[src/rtl/pfx_pkg.sv]
package pfx_pkg;

   typedef enum logic {
      PF_ON_MISS = 1'b0,
      PF_TAGGED  = 1'b1
   } pf_mode_e;

   function automatic bit is_pow2(input int n);
      return (n > 0) && ((n & (n - 1)) == 0);
   endfunction

endpackage

[src/rtl/pfx_line_dir.sv]
module pfx_line_dir #(
   parameter int LINE_W = 20,
   parameter int SETS   = 16
) (
   input  logic              clk,
   input  logic              rst_n,
   input  logic [LINE_W-1:0] look_a,
   input  logic [LINE_W-1:0] look_b,
   output logic              a_match,
   output logic              a_flag,
   output logic              b_present,
   input  logic              clr_a,
   input  logic              fill_valid,
   input  logic [LINE_W-1:0] fill_line,
   input  logic              fill_pf
);
   localparam int IDX_W = $clog2(SETS);
   localparam int TAG_W = LINE_W - IDX_W;

   if (!pfx_pkg::is_pow2(SETS) || SETS < 2) begin : g_bad_sets
      $error("pfx_line_dir: SETS must be a power of two of at least 2");
   end
   if (LINE_W <= IDX_W) begin : g_bad_width
      $error("pfx_line_dir: LINE_W must exceed log2(SETS)");
   end

   logic [SETS-1:0]  v_vec;
   logic [SETS-1:0]  pf_vec;
   logic [TAG_W-1:0] tag_vec [SETS];

   logic [IDX_W-1:0] a_idx, b_idx, f_idx;
   logic [TAG_W-1:0] a_tag, b_tag, f_tag;

   assign a_idx = look_a[IDX_W-1:0];
   assign a_tag = look_a[LINE_W-1:IDX_W];
   assign b_idx = look_b[IDX_W-1:0];
   assign b_tag = look_b[LINE_W-1:IDX_W];
   assign f_idx = fill_line[IDX_W-1:0];
   assign f_tag = fill_line[LINE_W-1:IDX_W];

   assign a_match   = v_vec[a_idx] && (tag_vec[a_idx] == a_tag);
   assign a_flag    = pf_vec[a_idx];
   assign b_present = v_vec[b_idx] && (tag_vec[b_idx] == b_tag);

   for (genvar s = 0; s < SETS; s++) begin : g_set
      logic             v_r;
      logic             pf_r;
      logic [TAG_W-1:0] tag_r;
      logic             fill_here;
      logic             clr_here;
      logic             same_line;
      logic             pf_nxt;

      assign fill_here = fill_valid && (f_idx == IDX_W'(s));
      assign clr_here  = clr_a && (a_idx == IDX_W'(s));
      assign same_line = v_r && (tag_r == f_tag);

      always_comb begin
         pf_nxt = pf_r & ~clr_here;
         if (fill_here) begin
            if (!fill_pf)
               pf_nxt = 1'b0;
            else if (!same_line)
               pf_nxt = 1'b1;
         end
      end

      always_ff @(posedge clk) begin
         if (!rst_n) begin
            v_r   <= 1'b0;
            pf_r  <= 1'b0;
            tag_r <= '0;
         end else begin
            pf_r <= pf_nxt;
            if (fill_here) begin
               v_r   <= 1'b1;
               tag_r <= f_tag;
            end
         end
      end

      assign v_vec[s]   = v_r;
      assign pf_vec[s]  = pf_r;
      assign tag_vec[s] = tag_r;
   end

   AST_DEMAND_FILL_UNFLAGGED: assert property (@(posedge clk) disable iff (!rst_n)
      fill_valid && !fill_pf |=> !pf_vec[$past(f_idx)]);

   AST_FIRST_USE_CLEARS: assert property (@(posedge clk) disable iff (!rst_n)
      clr_a && !(fill_valid && f_idx == a_idx) |=> !pf_vec[$past(a_idx)]);

   AST_FILL_INSTALLS: assert property (@(posedge clk) disable iff (!rst_n)
      fill_valid |=> v_vec[$past(f_idx)] && tag_vec[$past(f_idx)] == $past(f_tag));

endmodule

[src/rtl/pfx_trigger.sv]
module pfx_trigger (
   input  logic mode,
   input  logic acc_valid,
   input  logic acc_hit,
   input  logic a_match,
   input  logic a_flag,
   input  logic b_present,
   input  logic busy,
   output logic fire,
   output logic first_use
);
   import pfx_pkg::*;

   logic miss;
   logic want;

   assign miss      = acc_valid && !acc_hit;
   assign first_use = acc_valid && acc_hit && a_match && a_flag;

   always_comb begin
      unique case (pf_mode_e'(mode))
         PF_ON_MISS: want = miss;
         PF_TAGGED:  want = miss || first_use;
         default:    want = 1'b0;
      endcase
   end

   assign fire = want && !busy && !b_present;

endmodule

[src/rtl/pfx_req_port.sv]
module pfx_req_port #(
   parameter int LINE_W = 20
) (
   input  logic              clk,
   input  logic              rst_n,
   input  logic              fire,
   input  logic [LINE_W-1:0] fire_line,
   input  logic              req_ready,
   input  logic              fill_valid,
   input  logic [LINE_W-1:0] fill_line,
   input  logic              fill_pf,
   output logic              req_valid,
   output logic [LINE_W-1:0] req_line,
   output logic              busy
);
   logic wait_fill;

   assign busy = req_valid || wait_fill;

   always_ff @(posedge clk) begin
      if (!rst_n) begin
         req_valid <= 1'b0;
         req_line  <= '0;
         wait_fill <= 1'b0;
      end else begin
         if (req_valid && req_ready) begin
            req_valid <= 1'b0;
            wait_fill <= 1'b1;
         end else if (fire) begin
            req_valid <= 1'b1;
            req_line  <= fire_line;
         end
         if (wait_fill && fill_valid && fill_pf && fill_line == req_line)
            wait_fill <= 1'b0;
      end
   end

   AST_REQ_HOLD: assert property (@(posedge clk) disable iff (!rst_n)
      req_valid && !req_ready |=> req_valid && $stable(req_line));

   AST_REQ_RETIRE: assert property (@(posedge clk) disable iff (!rst_n)
      req_valid && req_ready |=> !req_valid);

   AST_SINGLE_FLIGHT: assert property (@(posedge clk) disable iff (!rst_n)
      $rose(req_valid) |-> $past(!wait_fill));

endmodule

[src/rtl/tagged_obl_prefetch.sv]
module tagged_obl_prefetch #(
   parameter int LINE_W = 20,
   parameter int SETS   = 16
) (
   input  logic              clk,
   input  logic              rst_n,
   input  logic              mode,
   input  logic              acc_valid,
   input  logic [LINE_W-1:0] acc_line,
   input  logic              acc_hit,
   output logic              req_valid,
   output logic [LINE_W-1:0] req_line,
   input  logic              req_ready,
   input  logic              fill_valid,
   input  logic [LINE_W-1:0] fill_line,
   input  logic              fill_pf
);
   import pfx_pkg::*;

   logic [LINE_W-1:0] next_line;
   logic              a_match, a_flag, b_present;
   logic              busy, fire, first_use;

   assign next_line = acc_line + LINE_W'(1);

   pfx_line_dir #(.LINE_W(LINE_W), .SETS(SETS)) u_dir (
      .clk        (clk),
      .rst_n      (rst_n),
      .look_a     (acc_line),
      .look_b     (next_line),
      .a_match    (a_match),
      .a_flag     (a_flag),
      .b_present  (b_present),
      .clr_a      (first_use),
      .fill_valid (fill_valid),
      .fill_line  (fill_line),
      .fill_pf    (fill_pf)
   );

   pfx_trigger u_trig (
      .mode      (mode),
      .acc_valid (acc_valid),
      .acc_hit   (acc_hit),
      .a_match   (a_match),
      .a_flag    (a_flag),
      .b_present (b_present),
      .busy      (busy),
      .fire      (fire),
      .first_use (first_use)
   );

   pfx_req_port #(.LINE_W(LINE_W)) u_port (
      .clk        (clk),
      .rst_n      (rst_n),
      .fire       (fire),
      .fire_line  (next_line),
      .req_ready  (req_ready),
      .fill_valid (fill_valid),
      .fill_line  (fill_line),
      .fill_pf    (fill_pf),
      .req_valid  (req_valid),
      .req_line   (req_line),
      .busy       (busy)
   );

   AST_NEXT_LINE: assert property (@(posedge clk) disable iff (!rst_n)
      $rose(req_valid) |-> $past(acc_valid) && req_line == $past(next_line));

   AST_MISS_MODE_NO_HIT: assert property (@(posedge clk) disable iff (!rst_n)
      $rose(req_valid) && $past(mode == PF_ON_MISS) |-> $past(!acc_hit));

   AST_NOT_PRESENT: assert property (@(posedge clk) disable iff (!rst_n)
      $rose(req_valid) |-> $past(!b_present));

endmodule

[config.mk]
export PLATFORM = sky130hd
export DESIGN_NAME = tagged_obl_prefetch
export DESIGN_NICKNAME = d
export VERILOG_FILES = /design/src/rtl/pfx_pkg.sv /design/src/rtl/pfx_line_dir.sv /design/src/rtl/pfx_trigger.sv /design/src/rtl/pfx_req_port.sv /design/src/rtl/tagged_obl_prefetch.sv
export SDC_FILE = /design/constraint.sdc
export NUM_CORES = 1
export LEC_CHECK = 0
export BUFFER_PORTS_ARGS = -buffer_cell sky130_fd_sc_hd__buf_2
export CAP_MARGIN = 10
export CORE_MARGIN = 10
export CORE_UTILIZATION = 30
export CTS_CLUSTER_SIZE = 8
export DETAILED_ROUTE_END_ITERATION = 7
export PLACE_DENSITY_LB_ADDON = 0.1
export SYNTH_ARGS = -nofsm -noshare
export SYNTH_HDL_FRONTEND = slang
export SYNTH_HIERARCHICAL = 1
export SYNTH_SLANG_ARGS = --single-unit
[constraint.sdc]
create_clock -name clk -period 4.5 [get_ports clk]
set_clock_uncertainty 0.2 [all_clocks]
set_input_delay 0.225 -clock clk [delete_from_list [all_inputs] [get_ports clk]]
set_output_delay 0.225 -clock clk [all_outputs]
set_load 0.02 [all_outputs]
After elaboration in Yosys (flattened, before gate mapping)
Cells that the tools add are included.
Widths: inputs -> output; s select.
{ "op_classes": {"n_addsub": 1, "n_lt_le_gt_ge": 4, "eq_ne": 49, "mux": 61, "bitwise_logic": 37, "reduce_logical": 70} }
{ "op_table": {"columns": ["op", "count"], "rows": [
  ["$eq 16x16->1", 18],
  ["$bmux 16 s4", 2],
  ["$eq 4x4->1 const B", 16],
  ["$mux 16", 4],
  ["$logic_and 1x1->1", 60],
  ["$mux 1", 51],
  ["$eq 4x3->1 const B", 8],
  ["$add 20x1->20 const B", 1],
  ["$eq 20x20->1", 1],
  ["$not 1->1", 19],
  ["$and 1x1->1", 16],
  ["$eq 4x2->1 const B", 4],
  ["$bmux 1 s4", 3],
  ["$ge 5x5->1 const B", 2],
  ["$lt 4x5->1 const B", 2],
  ["$not 4->5", 2],
  ["$eq 4x1->1 const B", 2],
  ["$logic_not 4->1", 2],
  ["$reduce_or 2->1", 2],
  ["$logic_not 1->1", 3],
  ["$logic_or 1x1->1", 2],
  ["$pmux 1 s2", 1],
  ["$reduce_and 2->1", 1]
]} }
{ "totals": {"reg_bits": 310, "out_inout_bits": 21} }

Logic depth before layout (Yosys ltp)
Gate-level depths: netlist (run 1).
{ "depth": {"depth_word": 14, "depth_mapped": 18} }

Cells and area by module
Netlist (run 1), hierarchy kept.
{ "modules_own_cells": {"columns": ["mod", "n_inst", "cells_per_inst", "area_each_um2", "seq_area_each_um2"], "rows": [
  ["pfx_line_dir", 1, 2103, 18723.0, 5765.5],
  ["pfx_req_port", 1, 124, 1042.2, 440.4],
  ["tagged_obl_prefetch", 1, 51, 390.4, 0.0],
  ["pfx_trigger", 1, 4, 33.8, 0.0]
]} }

Worst setup path after synthesis (run 1)
No wires, ideal clock.
{ "synth_timing": {"kind": "in2reg", "start": "input port acc_line[1]", "end": "register u_port.req_line[3]", "arrival_ns": 3.696, "t_required_ns": 4.230, "setup_slack_ns": 0.534, "stages": 14, "path_buffers": 3, "path_cell_list": "buf_2 > buf_2 > mux4_2 > mux4_2 > xnor2_1 > nand4_1 > or4_1 > a2111oi_2 > nand3_1 > a2111oi_2 > and2_1 > buf_4 > nand2_1 > a21boi_1"} }
{ "synth_via": {"elab_chain_cells": 13} }
{ "synth_rtl": {"columns": ["element", "line_no", "text"], "rows": [
  ["start: declaration", "tagged_obl_prefetch.sv:9", "input logic [LINE_W-1:0] acc_line,"],
  ["$not 4->5 (not written as such)", "pfx_line_dir.sv:41", "assign a_match = v_vec[a_idx] && (tag_vec[a_idx] == a_tag);"],
  ["$bmux 16 s4", "pfx_line_dir.sv:41", null],
  ["$mux 16 (not written as such) (2 in a row)", "pfx_line_dir.sv:41", null],
  ["$eq 16x16->1", "pfx_line_dir.sv:41", null],
  ["$logic_and 1x1->1 *", "pfx_line_dir.sv:41", null],
  ["named net a_match", "tagged_obl_prefetch.sv:21", "logic a_match, a_flag, b_present;"],
  ["$logic_and 1x1->1 * (2 in a row)", "pfx_trigger.sv:18", "assign first_use = acc_valid && acc_hit && a_match && a_flag;"],
  ["$logic_or 1x1->1 *", "pfx_trigger.sv:23", "PF_TAGGED: want = miss || first_use;"],
  ["$pmux 1 s2 *", "pfx_trigger.sv:21", "unique case (pf_mode_e'(mode))"],
  ["$logic_and 1x1->1 * (2 in a row)", "pfx_trigger.sv:28", "assign fire = want && !busy && !b_present;"],
  ["named net fire", "tagged_obl_prefetch.sv:22", "logic busy, fire, first_use;"],
  ["$reduce_and 2->1 (no line) *", null, null],
  ["end signal: assignment", "pfx_req_port.sv:31", "req_line <= fire_line;"],
  ["end: declaration", "pfx_req_port.sv:13", "output logic [LINE_W-1:0] req_line,"]
]} }
Mark *: on every way through the listed nets, which the timed path passes. The rest lies on a longest branch. The select of a mux whose other input is x is not followed.
A chain may end at the register's enable or synchronous reset.

Worst setup path after layout (run 1)
{ "layout_timing": {"start": "register u_dir.g_set[9].tag_r[5]", "end": "register u_port.req_line[12]"} }
{ "layout_via": {"elab_chain_cells": 12} }
{ "layout_rtl": {"columns": ["element", "line_no", "text"], "rows": [
  ["start: declaration", "pfx_line_dir.sv:48", "logic [TAG_W-1:0] tag_r;"],
  ["start signal: assignment", "pfx_line_dir.sv:77", "tag_r <= f_tag;"],
  ["$bmux 16 s4", "pfx_line_dir.sv:41", null],
  ["$mux 16 (not written as such) (2 in a row)", "pfx_line_dir.sv:41", null],
  ["$eq 16x16->1", "pfx_line_dir.sv:41", null],
  ["$logic_and 1x1->1", "pfx_line_dir.sv:41", null],
  ["named net a_match", "tagged_obl_prefetch.sv:21", null],
  ["$logic_and 1x1->1 (2 in a row)", "pfx_trigger.sv:18", null],
  ["$logic_or 1x1->1", "pfx_trigger.sv:23", null],
  ["$pmux 1 s2", "pfx_trigger.sv:21", null],
  ["$logic_and 1x1->1 (2 in a row)", "pfx_trigger.sv:28", null],
  ["named net fire", "tagged_obl_prefetch.sv:22", null],
  ["$reduce_and 2->1 (no line)", null, null]
]} }
The timed path passes the listed nets, and every way through them passes these cells. The select of a mux whose other input is x is not followed.

==> flow_summary_export.csv, run 1 <==
group,metric,value,unit
clocking,root_buffer,"clkbuf_16",
cells_and_area,fillers,6875,
cells_and_area,fin_util,35.9,%
logic_synthesis,synth_top_cell_by_area,"dfxtp_1",
drt,first_iter_violations,2023,
floorplan,core-area,66900,um2
logic_synthesis,synth_seq_cells,310,
floorplan,start_util,30.2,%
drt,drc_errors,0,
setup_path,crit_required,4790,ps
power_and_ir_drop,irDropWorstVdd,0.223,mV
grt,grtUsageTotal,26.3,%
logic_synthesis,synthFlopType,"dfxtp_1",
drt,route.antenna.remaining_nets,0,
cells_and_area,final_layout_size_suffix_gt1_share,19.9,%
grt,overflow,0,
clocking,cts_tree,"built",
placed_design,gp_congestion,0.992,
logic_synthesis,synth_area,20200,um2
logic_synthesis,ys_types,58,
logic_synthesis,synth_edf_count,0,
logic_synthesis,synth_area_per_cell,8.85,um2
power_and_ir_drop,power_density,303,nW/um2
clocking,cts_made_buffers,46,
grt,antenna_found_initial,6,
sta,fmax,230,MHz
grt,grt_pass1_vias,18000,
clocking,clk_pin_slew,60,ps
setup_path,arrival,4640,ps
logic_synthesis,ys_seq_area_share,30.7,%
placed_design,dp_cells,3223,
sta,maxSlewViolCount,0,
logic_synthesis,synth_cells,2282,
floorplan,die-area,78100,um2
grt,grt_max_degree,144,
logic_synthesis,synthTopCellsByArea,"dfxtp_1, mux4_2, nand2_1, xor2_1, a21boi_0",
drt,dr.pass1.iters,5,
power_and_ir_drop,leakage,8.76,nW
logic_synthesis,yosysWarnings,6,
sta,fin_tns_setup,0,ps
clocking,clkLatencyLatePin,590,ps
sta,finalHoldViolCount,0,
setup_path,worstSetupPathType,"register to register",
sta,period_share,96.6,%
placed_design,dp_hpwl,78700,um
sta,finalSetupViolCount,0,
sta,slew-limit-headroom,20.6,%
floorplan,die_w,279,um
setup_path,critPathCaptureType,"register",
cells_and_area,syn2layout_area_growth,19.1,%
run_status,status,"completed",
logic_synthesis,syn-num-nets,2331,
logic_synthesis,synthArstFlopShare,0,%
drt,wl,105000,um
sta,rsz0062_at_grt,"false",
clocking,h-tree-depth,2,
sta,min_period,4350,ps
floorplan,die_h,279,um
sta,worst_slew_pin_slew,1190,ps
placed_design,port_buffers,68,
sta,holdWs,56.3,ps
logic_synthesis,netlist.area_leader.share,30.7,%
setup_path,crit_path_start_kind,"register",
drt,vias,18700,
drt,routedWlPerCell,31.9,um
clocking,clock_sinks,310,
grt,grt_pass1_wl,147000,um
worst_hold_path,hold_class,"input pin to register",
clocking,cts_setup_buffers,0,
cells_and_area,layoutNonFillerInstCount,3307,
setup_path,cp_max_fo,20,
cells_and_area,layout.nets,2466,
drt,via_per_inst,5.65,
floorplan,std_cell_rows,95,
flow_run,maxCapViolCount,0,
clocking,cts_buffer_depth,3,
floorplan,num_io_pins,69,
cells in the mapped netlist (28+ instances only):
library cell,n
a21boi_0,256
a21oi_1,28
clkbuf_1,138
dfxtp_1,310
mux2i_1,49
mux4_2,139
nand2_1,623
nor2_1,34
nor4_1,53
o21ai_0,65
xnor2_1,67
xor2_1,257
through the flow:
| step | worst slack (ps) | power, mW | instance area [um2] |
|---|---|---|---|
| 2_1_floorplan | 534 | 3.54 | 20200 |
| 3_3_place_gp | -15.2 | 4.02 | 22500 |
| 3_5_place_dp | -60.5 | 4.02 | 22500 |
| 4_1_cts | 66.4 | 7.34 | 24000 |
| 5_1_grt | 53.3 | 7.51 | 24000 |
| 6_report | 154 | 7.29 | 24000 |
placed cells by master, fill, tap and decap left out, types with 6 or more instances in the layout:
master           n
nor4_1          52
mux2i_1         49
mux4_2         139
dlygate4sd3_1   19
nand2_1        623
a21oi_1         28
dfxtp_1        310
inv_1           18
o21a_1          16
a21boi_0       256
clkbuf_16       47
nand2b_1         6
buf_12          16
o21ai_0         65
xor2_1         256
clkbuf_1         6
a21boi_1        20
nand4_1         26
diode_2          6
nand3_1         17
nor2b_1          8
nor3_1          22
nor2_1          34
xnor2_1         66
or2_2            6
buf_4          176
buf_2           65
cell type report:
cell class	count	area [um2]	area share, %
antenna	6	15.0	0.0625
clock inverter	2	38.8	0.161
tap	873	1090	4.54
clock buffer	57	1250	5.22
sequential	310	6210	25.8
inverter	20	75.1	0.312
multi-input combinational	1762	13200	54.9
timing repair buffer	277	2170	9.03
layer usage:
layer  vias up  share of wire [%]  GRT usage [%]
met3       192                8.1           5.57
met5         -              0.011              0
met1      9401                 43           35.4
met4         2                4.2           10.6
li1       8171                  -              -
met2       926                 45           40.6
critical path, stage by stage (launching register included):
cell and delay (ps):
dfxtp_1 370, mux4_2 470, mux2i_1 340, o2bb2ai_1 140, nor4_2 320, a32oi_1 140, or4_1 580, a2111oi_2 410
nand3_1 230, a2111oi_4 460, and2_1 230, buf_12 160, nand2_1 70, a21boi_1 140
registers in the layout, summed over array words and instances (netlist names):
register           flops
u_dir/g_set.pf_r      16
u_dir/g_set.tag_r    256
u_dir/g_set.v_r       16
u_port/req_line       20
u_port/req_valid       1
u_port/wait_fill       1
power breakdown:
group	leakage, nW	switching [mW]	internal [mW]	total (mW)
clock network	0.634	1.32	1.97	3.29
logic	5.62	0.710	0.426	1.14
registers	2.50	0.0699	2.80	2.87
total	8.76	2.10	5.19	7.29
what timing repair did:
| item | in CTS | in global routing |
|---|---|---|
| gates resized for setup | 0 | 2 |
| hold buffers | 19 | 0 |
| hold endpoints to repair | 59 | 0 |
| setup endpoints to repair | 0 | 18 |
kinds of logic (layout without fill, tap and decap cells):
| logic type | after synthesis | after routing | synth area share, % |
|---|---|---|---|
| fa+ha+maj | 1 | 1 | 0.0620 |
| mux | 197 | 197 | 18.7 |
| xor+xnor | 324 | 324 | 14.1 |
| other cells | 0 | 6 | 0 |
| flops | 310 | 310 | 30.7 |
| simple gates | 818 | 818 | 17.3 |
| buf+inv | 210 | 356 | 4.36 |
| compound gates | 422 | 422 | 14.7 |
worst paths after layout:
| path | start | to | slack [ps] | cells after the start |
|---|---|---|---|---|
| min | fill_line[8] | u_dir/g_set[2].tag_r[4] | 60 | 3 |
| min reg2reg | u_port/req_line[1] | u_port/req_line[1] | 280 | 2 |
| max | u_dir/g_set[9].tag_r[5] | u_port/req_line[12] | 150 | 13 |
| max reg2reg | u_dir/g_set[9].tag_r[5] | u_port/req_line[12] | 150 | 13 |
(Power assumes the default switching activity.)
==> run 2: changes to the inputs <==
--- a/config.mk
+++ b/config.mk
@@ -7,6 +7,7 @@
 export LEC_CHECK = 0
 export BUFFER_PORTS_ARGS = -buffer_cell sky130_fd_sc_hd__buf_2
 export CAP_MARGIN = 10
+export CORE_ASPECT_RATIO = 1.75
 export CORE_MARGIN = 10
 export CORE_UTILIZATION = 30
 export CTS_CLUSTER_SIZE = 8
==> constraint.sdc (replaced) <==
create_clock -name clk -period 4.3 [get_ports clk]
set_clock_uncertainty 0.2 [all_clocks]
set_input_delay 0.215 -clock clk [delete_from_list [all_inputs] [get_ports clk]]
set_output_delay 0.215 -clock clk [all_outputs]
set_load 0.02 [all_outputs]
==> run 2 against run 1 <==
Cell count is 6.8% higher; design area is 6.8% higher; combinational power is 22% higher; largest power group unchanged; sequential share of layout area is 1.6 points lower; largest cell class unchanged; sequential power is 4% higher; clock-buffer cell count is 10 lower; core utilization is 2.6 points higher.
==> flow_summary_export.csv, run 2 (synthesis results as in run 1) <==
group,metric,value,unit
power_and_ir_drop,switchingPower,2.32,mW
power_and_ir_drop,irDropWorstVdd,0.237,mV
clocking,clkLatencyLatePin,590,ps
grt,overflow,0,
cells_and_area,mostFrequentLayoutCells,"nand2_1, buf_4, dfxtp_1",
sta,fin_tns_setup,0,ps
grt,grt_util_met1,32.7,%
setup_path,cp_max_fo,20,
setup_path,crit_path_start_kind,"register",
floorplan,die_w,216,um
grt,grtUsageTotal,30.1,%
sta,fin_ws,104,ps
sta,slew-limit-headroom,23.3,%
sta,maxSlewViolCount,0,
grt,grt_max_degree,124,
floorplan,core-area,66600,um2
cells_and_area,layout.nets,2684,
setup_path,path_delay_family,"simple AND/OR/NAND/NOR gates",
sta,worst_slew_pin_slew,1150,ps
floorplan,std_cell_rows,125,
grt,met2_usage,50.8,%
cells_and_area,final_layout_size_suffix_gt1_share,26.9,%
placed_design,dp_hpwl,91900,um
drt,drc_errors,0,
clocking,cts_buffer_depth,3,
drt,route.antenna.remaining_nets,0,
placed_design,gp_congestion,1.02,
sta,fmax,238,MHz
placed_design,port_buffers,68,
sta,finalSetupViolCount,0,
power_and_ir_drop,leakage,9.85,nW
sta,finalHoldViolCount,0,
cells_and_area,regMostFlops,"u_dir/g_set.tag_r",
flow_run,maxCapViolCount,0,
drt,routedWlPerCell,34.2,um
power_and_ir_drop,p_comb_share,18.2,%
clocking,clk_pin_slew,60,ps
clocking,clock_sinks,310,
setup_path,crit_chain,"mux4_2 -> mux4_2 -> xnor2_1 -> nand4_1 -> or4_4 -> a2111oi_4 -> nand3_2 -> a2111oi_2 -> buf_4 -> and2_1 -> buf_12 -> nand2_1 -> a21boi_1",
cells_and_area,layout_commonest_cell,"nand2_1",
power_and_ir_drop,internal_power,5.30,mW
worst_hold_path,hold_class,"input pin to register",
grt,antenna_found_initial,6,
setup_path,cpMostUsedCell,"mux4_2",
power_and_ir_drop,power_density,297,nW/um2
clocking,cts_made_buffers,44,
clocking,root_buffer,"clkbuf_16",
sta,min_period,4200,ps
setup_path,critPathCaptureType,"register",
clocking,h-tree-depth,2,
setup_path,cp_num_buf_inv,2,
power_and_ir_drop,switching_share,30.5,%
cells_and_area,syn2layout_area_growth,27.1,%
setup_path,cpPeakStageDelay,590,ps
setup_path,crit_required,4610,ps
floorplan,die-area,78500,um2
grt,grt_pass1_wl,165000,um
drt,dr.pass1.iters,6,
grt,grt_busiest_layer,"met2",
drt,vias,19800,
grt,grt_pass1_vias,19700,
floorplan,num_io_pins,69,
sta,period_share,97.6,%
cells_and_area,largestRegisters,"u_dir/g_set.tag_r x256, u_port/req_line x20",
run_status,status,"completed",
cells_and_area,largest_reg_flops,256,
setup_path,arrival,4510,ps
sta,rsz0062_at_grt,"false",
setup_path,cpMaxStageDelayCell,"mux4_2",
grt,grt_use_met3,4.12,%
clocking,cts_tree,"built",
power_and_ir_drop,seqPwrFrac,39.1,%
drt,first_iter_violations,1905,
placed_design,dpl_worst_slack,-522,ps
sta,holdWs,20.4,ps
floorplan,die_h,363,um
floorplan,start_util,30.3,%
drt,via_per_inst,5.62,
setup_path,worstSetupPathType,"register to register",
drt,wl,121000,um
power_and_ir_drop,clkPwrFrac,42.7,%
run 2: cell count changes in the layout (fill, tap and decap cells not counted), sizes merged:
cell and delta:
bufinv -1, clkbuf -10, diode -2, inv +1
buf +221, dlygate4sd3 -1
run 2: worst paths after layout:
kind	to	from	cells after the start	slack, ps
setup / recovery	u_port/req_line[19]	u_dir/g_set[15].tag_r[0]	13	100
hold / removal	u_port/req_line[19]	acc_line[19]	4	20
setup reg to reg	u_port/req_line[19]	u_dir/g_set[15].tag_r[0]	13	100
hold reg to reg	u_dir/g_set[14].pf_r	u_dir/g_set[14].pf_r	2	290
run 2: repair_timing:
action | 4_1_cts | 5_1_grt
cloned | 0 | 0
gates resized for setup | 3 | 14
endpoints found under the hold margin | 80 | 0
setup buffers | 0 | 0
endpoints found under the setup margin | 20 | 27
pin swaps | 1 | 2
hold buffers | 18 | 0
run 2: worst register-to-register path, cell delays in order (launching register included):
cell       delay (ps)
dfxtp_1           330
mux4_2            590
mux4_2            520
xnor2_1           200
nand4_1           150
or4_4             580
a2111oi_4         270
nand3_2           170
a2111oi_2         400
buf_4             180
and2_1            160
buf_12            160
nand2_1            70
a21boi_1          150
run 2: per-stage QoR:
stage,power (mW),utilization (%),cells,cell area [um2]
finish,7.62,38.5,3531,25700
global route,7.80,38.5,3528,25700
CTS,7.65,38.4,3527,25600
detailed placement,4.38,36.4,3460,24300
global placement,4.38,36.4,3460,24300
floorplan,3.71,-,2282,20200
run 2: area by class of cell:
cell class | count | area (um2)
Fill cell | 6788 | 41000
Timing Repair Buffer | 497 | 3890
Sequential cell | 310 | 6210
Multi-Input combinational cell | 1762 | 13200
Tap cell | 889 | 1110
Clock buffer | 47 | 1130
Clock inverter | 2 | 17.5
Inverter | 20 | 75.1
Antenna cell | 4 | 10.0
run 2: power by group through the flow:
stage          Clock (mW)  Sequential (mW)  Combinational, mW
6_report             3.25             2.98               1.39
5_1_grt              3.39             2.98               1.43
4_1_cts              3.31             2.98               1.36
3_5_place_dp            0             3.04               1.34
3_3_place_gp            0             3.04               1.35
2_1_floorplan           0             3.03              0.673
run 2: per-layer routing:
layer	vias to the layer above	share of wire [%]	wire [um]
met5	-	0.011	13
met4	2	10	12100
met3	335	5.4	6570
met2	978	48	58200
met1	9916	36	43900
li1	8603	-	-
==> run 3: changes to the inputs <==
--- a/config.mk
+++ b/config.mk
@@ -5,6 +5,7 @@
 export SDC_FILE = /design/constraint.sdc
 export NUM_CORES = 1
 export LEC_CHECK = 0
+export ABC_AREA = 1
 export BUFFER_PORTS_ARGS = -buffer_cell sky130_fd_sc_hd__buf_2
 export CAP_MARGIN = 10
 export CORE_ASPECT_RATIO = 1.75
==> run 3 against run 2 <==
First-iteration DRC count is 42% higher; highest routed layer is now met4; cell count is 20% higher; sequential cell count stayed put; global-route usage is 2.6 points lower; largest cell class unchanged; synthesized area is 1.3% higher; sequential power is 2% higher; clock power is 2% higher; core utilization is 4.2 points lower; via count is 20% higher.
==> flow_summary_export.csv, run 3 <==
group,metric,value,unit
run_status,status,"completed",
logic_synthesis,netlist.area_leader.share,30.3,%
grt,grt_max_degree,115,
clocking,cts_resized,0,
sta,fmax,258,MHz
drt,drc_errors,0,
setup_path,critPathCaptureType,"register",
sta,finalSetupViolCount,0,
worst_hold_path,hold_depth,8,
grt,antenna_found_initial,0,
clocking,cts_buffer_depth,3,
power_and_ir_drop,irDropWorstVdd,0.249,mV
flow_run,maxCapViolCount,0,
cells_and_area,final_layout_size_suffix_gt1_share,8.19,%
sta,fin_tns_setup,0,ps
cells_and_area,syn2layout_area_growth,13.2,%
setup_path,arrival,4180,ps
cells_and_area,regMostFlops,"u_dir/g_set.tag_r",
clocking,clkLatencyLatePin,590,ps
sta,finalHoldViolCount,0,
drt,wl,113000,um
grt,grt_pass1_wl,161000,um
logic_synthesis,synthTopCellsByArea,"dfxtp_1, nand2_1, o21ai_0, a21oi_1, inv_1",
placed_design,dp_cells,4179,
logic_synthesis,synth_area,20500,um2
setup_path,cp_max_fo,15,
setup_path,crit_required,4610,ps
setup_path,worstReg2RegStart,"u_dir/g_set[6].tag_r[10]",
setup_path,path_depth,17,
power_and_ir_drop,power_density,337,nW/um2
worst_hold_path,min_from,"fill_valid",
logic_synthesis,ys_types,40,
floorplan,std_cell_rows,126,
placed_design,dp_hpwl,82000,um
grt,grtUsageTotal,27.5,%
cells_and_area,layoutNonFillerInstCount,4243,
drt,routedWlPerCell,26.5,um
cells_and_area,diodes,0,
placed_design,port_buffers,68,
clocking,root_buffer,"clkbuf_16",
sta,worst_slew_pin_slew,1210,ps
clocking,h-tree-depth,2,
setup_path,path_delay_family,"simple AND/OR/NAND/NOR gates",
logic_synthesis,synthFlopType,"dfxtp_1",
clocking,cts_setup_buffers,0,
logic_synthesis,synth_top_cell_by_area,"dfxtp_1",
sta,rsz0062_at_grt,"false",
setup_path,cpPeakStageDelay,590,ps
cells_and_area,largest_reg_flops,256,
logic_synthesis,yosysMostFrequentCell,"nand2_1",
floorplan,num_io_pins,69,
cells_and_area,layout_commonest_cell,"nand2_1",
drt,dr.pass1.iters,6,
clocking,cts_made_buffers,45,
drt,route.antenna.remaining_nets,0,
sta,maxSlewViolCount,0,
setup_path,reg2reg_slack,860,ps
setup_path,cpMaxStageDelayCell,"xor2_1",
floorplan,start_util,30.3,%
placed_design,gp_congestion,0.974,
grt,grt_pass1_vias,22500,
logic_synthesis,yosysWarnings,6,
power_and_ir_drop,leakage,9.50,nW
drt,via_per_inst,5.62,
setup_path,reg2reg_to,"u_port/req_valid",
floorplan,die_w,217,um
sta,period_share,90.0,%
setup_path,cp_num_buf_inv,3,
sta,slew-limit-headroom,19.0,%
worst_hold_path,hold_class,"input pin to register",
worst_hold_path,whs_endpoint,"u_port/wait_fill",
cells_and_area,largestRegisters,"u_dir/g_set.tag_r x256, u_port/req_line x20",
floorplan,die-area,79400,um2
logic_synthesis,syn-num-nets,3408,
logic_synthesis,synth_area_per_cell,6.09,um2
drt,vias,23800,
clocking,cts_hold_buf,12,
clocking,clk_pin_slew,50,ps
clocking,clock_sinks,310,
logic_synthesis,synth_seq_cells,310,
logic_synthesis,synth_edf_count,0,
grt,overflow,0,
setup_path,crit_path_start_kind,"input pin",
drt,first_iter_violations,2696,
power_and_ir_drop,p_total,7.81,mW
setup_path,worstSetupPathType,"input pin to register",
floorplan,core-area,67500,um2
logic_synthesis,synth_common_cells,"nand2_1, o21ai_0, a21oi_1",
logic_synthesis,synth_cells,3359,
setup_path,crit_chain,"buf_2 -> ha_2 -> nand3_1 -> nor2_1 -> xor2_1 -> inv_1 -> nand3_1 -> nand2_1 -> nand2_1 -> nor2_1 -> nand3_1 -> nor2_1 -> or2_2 -> a21oi_2 -> o21ai_0 -> a21oi_1 -> dlygate4sd3_1",
cells_and_area,mostFrequentLayoutCells,"nand2_1, o21ai_0, a21oi_1",
setup_path,r2r_cells,19,
floorplan,die_h,365,um
cells_and_area,layout.nets,3391,
logic_synthesis,ys_seq_area_share,30.3,%
clocking,cts_tree,"built",
logic_synthesis,synthArstFlopShare,0,%
sta,min_period,3870,ps
run 3: cell count changes after synthesis, moves of 66 or more:
cell      previous run  this run
inv_1               19       315
nand3_1             17       194
nor2_1              34       173
a21oi_1             28       372
mux4_2             139         0
o21ai_0             65       442
nand2_1            623       913
o22ai_1              3        69
xor2_1             257        45
a21boi_0           256         1
run 3: cell families (layout without fill, tap and decap cells):
family,Yosys count,after routing,synth area share [%]
AND/OR/NAND/NOR,1369,1369,27.4
AO/OA/AOI/OAI,1006,1006,26.7
buffers and inverters,578,566,11.4
flip-flops,310,310,30.3
XOR/XNOR,95,95,4.07
adder cells (fa/ha/maj),1,1,0.0612
run 3: worst reg2reg max path, cell delays in order, from the launching register on:
cell and delay [ps]:
dfxtp_1 340, inv_1 70, o21ai_0 370, nand2_1 110, nand2_1 90, nand2_1 50
nand2_1 190, o21ai_0 120, nand2_1 130, nand2_1 80, nor2_1 120, nand3_1 100
nor2_1 110, nand2_1 70, nor2_2 130, nand2_1 90, a21oi_2 200, o21ai_0 100
a21oi_1 150, dlygate4sd3_1 550
run 3: worst max path at each step:
| stage | from | endpoint | slack, ps |
|---|---|---|---|
| final | acc_line[1] | u_port/req_valid | 430 |
| after detailed placement | acc_line[1] | u_port/req_line[17] | 200 |
| after global placement | acc_line[1] | u_port/req_line[8] | 260 |
| after global routing | acc_line[1] | u_port/req_valid | 320 |
| after CTS | acc_line[1] | u_port/req_valid | 600 |
| after floorplan | acc_line[0] | u_port/req_line[13] | 1420 |
run 3: per-layer routing:
| metal | share of wire (%) | GRT usage (%) | vias to the layer above |
|---|---|---|---|
| met5 | 0 | 0 | - |
| met4 | 8.8 | 21.5 | 0 |
| met3 | 6.2 | 3.13 | 332 |
| met2 | 48 | 47.1 | 1191 |
| met1 | 37 | 30.6 | 11300 |
| li1 | - | - | 11100 |
run 3: report_power, final:
group | switching, mW | internal [mW]
Sequential | 0.0896 | 2.95
Combinational | 1.06 | 0.401
Clock | 1.41 | 1.90
Total | 2.55 | 5.26
run 3: per-stage QoR:
stage | setup slack (ps) | instance area (um2) | hold slack, ps | utilization [%]
after floorplan | 1420 | 20500 | 109 | -
after global placement | 259 | 21900 | 257 | 32.4
after detailed placement | 199 | 21900 | 258 | 32.4
after CTS | 600 | 23200 | 0.740 | 34.3
after global routing | 324 | 23200 | 44.0 | 34.3
final | 429 | 23200 | 26.0 | 34.3
run 3: cell type report:
type / instances / area [um2]
Timing Repair Buffer: 185 / 1420
Inverter: 329 / 1240
Clock buffer: 48 / 1140
Sequential cell: 310 / 6210
Clock inverter: 4 / 52.6
Multi-Input combinational cell: 2471 / 12000
Tap cell: 896 / 1120
Fill cell: 7521 / 44300
